`src/rtl/sysdiv_pkg.sv`:
```
package sysdiv_pkg;
  localparam int DIV_W = 3;
  typedef logic [DIV_W-1:0] divCode_t;

  // strobes from control to datapath
  typedef struct packed {
    logic     applyNow;
    divCode_t nextDiv;
  } divCtl_t;
endpackage

```
`src/rtl/sysdiv_ctrl.sv`:
```
module sysdiv_ctrl
  import sysdiv_pkg::*;
#(
  parameter divCode_t RESET_DIV = 3'd1,
  parameter divCode_t RADIO_CAP = 3'd2,
  parameter divCode_t RADIO_LO  = 3'd3,
  parameter divCode_t RADIO_HI  = 3'd6,
  parameter divCode_t UNUSED    = 3'd7
) (
  input  logic     clk,
  input  logic     rstN,
  input  logic     wrEn,
  input  divCode_t wrDiv,
  input  logic     radioEn,
  input  logic     extOscSel,
  input  logic     stopRef,
  input  logic     cntLast,
  output divCtl_t  ctl,
  output logic     forceIntRef,
  output logic     refRestartReq
);
  localparam divCode_t FAST_DIV = '0;

  divCode_t reqDiv;
  divCode_t filtDiv;
  logic     accept;
  logic     fastOnExt;

  always_comb begin
    accept    = wrEn && (wrDiv != UNUSED);
    filtDiv   = (radioEn && wrDiv >= RADIO_LO && wrDiv <= RADIO_HI) ? RADIO_CAP : wrDiv;
    fastOnExt = accept && (filtDiv == FAST_DIV) && extOscSel;
  end

  always_ff @(posedge clk) begin
    if (!rstN) begin
      reqDiv        <= RESET_DIV;
      forceIntRef   <= 1'b0;
      refRestartReq <= 1'b0;
    end else begin
      refRestartReq <= fastOnExt && stopRef;
      if (accept) begin
        reqDiv      <= filtDiv;
        forceIntRef <= fastOnExt;
      end
    end
  end

  assign ctl.applyNow = cntLast;
  assign ctl.nextDiv  = reqDiv;

  a_r5_radio_cap: assert property (@(posedge clk) disable iff (!rstN)
    (wrEn && radioEn && wrDiv >= RADIO_LO && wrDiv <= RADIO_HI) |=> (reqDiv == RADIO_CAP));
  a_r6_unused_ignored: assert property (@(posedge clk) disable iff (!rstN)
    (wrEn && wrDiv == UNUSED) |=> ($stable(reqDiv) && $stable(forceIntRef)));
  a_r6_never_stored: assert property (@(posedge clk) disable iff (!rstN)
    reqDiv != UNUSED);
  a_r8_restart_pulse: assert property (@(posedge clk) disable iff (!rstN)
    refRestartReq |-> (forceIntRef && reqDiv == FAST_DIV));
  a_r9_no_force_internal: assert property (@(posedge clk) disable iff (!rstN)
    (wrEn && wrDiv == FAST_DIV && !extOscSel) |=> !forceIntRef);
endmodule

```
`src/rtl/sysdiv_dpath.sv`:
```
module sysdiv_dpath
  import sysdiv_pkg::*;
#(
  parameter int       CNT_W     = 7,
  parameter divCode_t RESET_DIV = 3'd1
) (
  input  logic     clk,
  input  logic     rstN,
  input  divCtl_t  ctl,
  output logic     cntLast,
  output logic     sysClkEn,
  output divCode_t divStatus
);
  localparam logic [CNT_W-1:0] CNT_MAX = '1;
  localparam logic [CNT_W-1:0] CNT_ONE = CNT_W'(1);

  logic [CNT_W-1:0] cnt;
  logic [CNT_W-1:0] phaseMask;

  always_ff @(posedge clk) begin
    if (!rstN) begin
      cnt       <= '0;
      divStatus <= RESET_DIV;
    end else begin
      cnt <= cnt + CNT_ONE;
      if (ctl.applyNow) divStatus <= ctl.nextDiv;
    end
  end

  always_comb begin
    cntLast   = (cnt == CNT_MAX);
    phaseMask = (CNT_ONE << divStatus) - CNT_ONE;
    sysClkEn  = ((cnt & phaseMask) == '0);
  end

  a_r3_switch_at_wrap: assert property (@(posedge clk) disable iff (!rstN)
    !$stable(divStatus) |-> (cnt == '0));
  a_r4_strobe_at_zero: assert property (@(posedge clk) disable iff (!rstN)
    (cnt == '0) |-> sysClkEn);
  a_r2_back_to_back_only_fast: assert property (@(posedge clk) disable iff (!rstN)
    (sysClkEn && $past(sysClkEn) && cnt != '0) |-> (divStatus == '0));
endmodule

```
`src/rtl/sysdiv_top.sv`:
```
module sysdiv_top
  import sysdiv_pkg::*;
#(
  parameter int CNT_W = 7
) (
  input  logic       clk,
  input  logic       rstN,
  input  logic       wrEn,
  input  logic [2:0] wrDiv,
  input  logic       radioEn,
  input  logic       extOscSel,
  input  logic       stopRef,
  output logic       sysClkEn,
  output logic [2:0] divStatus,
  output logic       forceIntRef,
  output logic       refRestartReq
);
  divCtl_t ctl;
  logic    cntLast;

  sysdiv_ctrl u_ctrl (
    .clk(clk), .rstN(rstN), .wrEn(wrEn), .wrDiv(wrDiv),
    .radioEn(radioEn), .extOscSel(extOscSel), .stopRef(stopRef),
    .cntLast(cntLast), .ctl(ctl),
    .forceIntRef(forceIntRef), .refRestartReq(refRestartReq)
  );

  sysdiv_dpath #(.CNT_W(CNT_W)) u_dpath (
    .clk(clk), .rstN(rstN), .ctl(ctl),
    .cntLast(cntLast), .sysClkEn(sysClkEn), .divStatus(divStatus)
  );
endmodule

```
`config.mk`:
```
export PLATFORM = sky130hd
export DESIGN_NAME = sysdiv_top
export DESIGN_NICKNAME = d
export VERILOG_FILES = /design/src/rtl/sysdiv_pkg.sv /design/src/rtl/sysdiv_ctrl.sv /design/src/rtl/sysdiv_dpath.sv /design/src/rtl/sysdiv_top.sv
export SDC_FILE = /design/constraint.sdc
export NUM_CORES = 1
export LEC_CHECK = 0
export ABC_AREA = 1
export BUFFER_PORTS_ARGS = -buffer_cell sky130_fd_sc_hd__buf_2
export CAP_MARGIN = 20
export CORE_MARGIN = 4
export CORE_UTILIZATION = 45
export DETAILED_ROUTE_END_ITERATION = 12
export GPL_TIMING_DRIVEN = 0
export PLACE_DENSITY = 0.71
export SLEW_MARGIN = 20
export SYNTH_ARGS = -nofsm -noshare
export SYNTH_HDL_FRONTEND = slang
export SYNTH_SLANG_ARGS = --single-unit
```
`constraint.sdc`:
```
create_clock -name clk -period 1.06 [get_ports clk]
set_input_delay 0.159 -clock clk [delete_from_list [all_inputs] [get_ports clk]]
set_output_delay 0.159 -clock clk [all_outputs]
set_load 0.05 [all_outputs]
```
==> impl_results.md <==
* DRC at 0
* Drt first pass iters at 3
* Async SR Flop Fraction at 0
* Area growth syn-to-layout at 32.2%
* Worst Hold Class: in -> reg
* H-tree depth at 1
* Switch share at 0.260
* Layout cell share with drive strength beyond 1 at 0.365
* CORE AREA at 1350 sq um
* Antenna cells at 0
* Total power at 1.06 mW
* Sequential power share at 0.556
* Final WS setup at -354 ps
* Largest net degree at the start of global routing at 11
* GRT Total Usage at 0.144
* Worst-skew pair later-pin latency at 280 ps
* Crit path kind: reg -> out
* Yosys Warn Count at 0
* Tcrit/Tclk final at 1.33
* Sequential element share of the synthesized area at 0.452
* Switching power at 0.276 mW
* Largest family of logic cells by synthesized area: simple AND/OR/NAND/NOR gates
* Power density cells at 1210 nW/um^2
* Max-slew headroom at 0.737
* Yosys cell types at 18
* CTS tree: done
* Post-synth top cells: 25 x nand2_1, 15 x dfxtp_1, 12 x inv_1, 12 x nor2_1, 9 x a21oi_1
* Die Y at 46.4 microns
* Status: finished with violations
* WP data required at 900 ps
* FILL cells at 124
* Top post-synthesis cells by area: dfxtp_1 45%, nand2_1 14%, a21oi_1 6.8%
* Mean post-synth cell area at 7.07 sq um
* Crit start category: flop
* Worst-case reg-to-reg path depth at 7
* Initial antenna violation count at 0
* LEAKAGE at 0.409 nW
* Final hold vios at 0
* Syn Inst Count at 94
* Top_reg_cell synth: dfxtp_1
* Int Pwr at 0.784 mW
* XOR/XNOR share of the synthesized area at 0.0132
* Count leader, synth: nand2_1
* Clock Sinks at 15
* # port buffers at 14
* Die area at 2160 sq um
* Routed WL at 1250 microns
* Synth Area in Simple Gates at 0.301
* Gate power share at 0.145
* Reg clk slew, reported paths at 90 ps
* CP Max Fanout at 3
* NumNets Final at 126
* Max Freq at 0.707 GHz
* Antenna-violating nets left at 0
* CP Capture Type: primary output
* WL/cell at 9.58 microns
* Post-synth EDFFs at 0
* Min cycle time layout at 1410 ps
* Mux cell area share after synthesis at 0
* Via count at 629
* Setup slack at placement at -136 ps
* Worst VDD drop at 911 uV
* Rows at 13
* Root buffer cell: clkbuf_4
* Max Clock Skew at 8.46 ps
* RSZ-0062 raised after global routing: yes
* Setup tns final at -1010 ps
* Share of the synthesized area in the top cell type at 0.452
* Vias in the first global route at 567
* Bufs on Longest Clock Path at 2
* Yosys top cell by area: dfxtp_1
* # Max-Cap Violations at 0
* Failing checks: negative setup slack
* Post-synthesis compound-gate area fraction at 0.136
* Clock network power share at 0.299
* Die width at 46.4 microns
* Initial DRC Count at 3
* Pins over their slew limit at 0
* Yosys reg bits at 15
* Via/cell ratio at 4.84
* Post-synthesis cell area at 664 sq um
* Starting Density at 0.492
* I/O pin total at 15
* Post-DP HPWL at 930 microns
* Hold Path Depth at 3
* Grt total ovfl at 0
* Syn Nets at 104
* Setup violators final at 6
* Adder-cell area share of the yosys netlist at 0.0188
* Worst-Margin Slew at 394 ps
* CTS Buf Count at 3
* First-pass GRT wire length at 2150 microns
* Placer Congestion at 0.741
* Worst EP arrival at 1250 ps
==> power groups by stage <==
stage          clock, mW  combinational [mW]  sequential [mW]
2_1_floorplan          0              0.0875            0.606
3_3_place_gp           0               0.122            0.604
3_5_place_dp           0               0.126            0.605
4_1_cts            0.334               0.146            0.588
5_1_grt            0.357               0.172            0.592
6_report           0.317               0.154            0.589
==> through the flow <==
stage / utilization / instance area (sq um) / std cells / hold slack [ps]
final: 0.651 / 878 / 130 / 81.0
after global routing: 0.651 / 878 / 130 / 70.4
after CTS: 0.639 / 863 / 129 / 71.9
after detailed placement: 0.586 / 791 / 123 / 386
after global placement: 0.586 / 791 / 123 / 386
after floorplan: - / 702 / 94 / 278
==> timing repair <==
item                                    CTS  global route
gates cloned                              0             0
resized for setup                        14             4
pin swaps                                 2             2
hold buffers                              0             0
buffers inserted                          2             1
endpoints found under the setup margin    9            10
==> critical path, stage by stage (launching register included) <==
cell     delay (ps)
dfxtp_2         340
buf_4           130
a21oi_2         100
o21ai_2          80
a21oi_4         150
buf_6           170
==> registers in the layout, indices dropped and copies added, names as in the netlist <==
name,cells
u_dpath.divStatus,3
u_ctrl.reqDiv,3
u_ctrl.refRestartReq,1
u_ctrl.forceIntRef,1
u_dpath.cnt,7
==> area by class of cell <==
class                   instances  area (sq um)  share of cell area
plain buffers                   1          3.75             0.00427
clock buffers                   3          22.5              0.0256
clock inverters                 1          5.00             0.00570
inverters                      13          48.8              0.0556
multi-input cells              65           349               0.397
flip-flops and latches         15           319               0.363
well taps                      15          18.8              0.0214
repair buffers                 17           111               0.127
==> path summary, 6_finish.rpt <==
path | startpoint | endpoint | slack (ps)
hold / removal | stopRef | u_ctrl.refRestartReq | 80
hold reg to reg | u_ctrl.reqDiv[2] | u_ctrl.reqDiv[2] | 460
setup reg to reg | u_dpath.cnt[1] | u_dpath.divStatus[0] | -170
setup / recovery | u_dpath.cnt[1] | sysClkEn | -350
==> cells by family (layout without fill, tap and decap cells) <==
kind of cell             count (synthesis)  after routing
adder cells (fa/ha/maj)                  1              1
buffers and inverters                   14             35
AO/OA/AOI/OAI                           17             17
flip-flops                              15             15
XOR/XNOR                                 1              1
AND/OR/NAND/NOR                         46             46
==> per-layer routing <==
| metal | vias to the layer above | track usage | part of all wire |
|---|---|---|---|
| met4 | 0 | 0.102 | 0.029 |
| li1 | 339 | - | - |
| met1 | 270 | 0.161 | 0.44 |
| met2 | 15 | 0.225 | 0.47 |
| met5 | - | 0 | 0 |
| met3 | 5 | 0.0469 | 0.054 |
==> cells in the final DEF (no fill, tap or decap), types with 3 or more instances in the layout <==
cell,count
nand2_1,24
nor2_1,11
inv_1,10
buf_2,8
dfxtp_1,8
buf_4,7
a21oi_1,6
clkbuf_4,4
dfxtp_4,4
inv_2,3
nand3_1,3
dfxtp_2,3
Note: power is estimated with default switching activity, not from simulation.
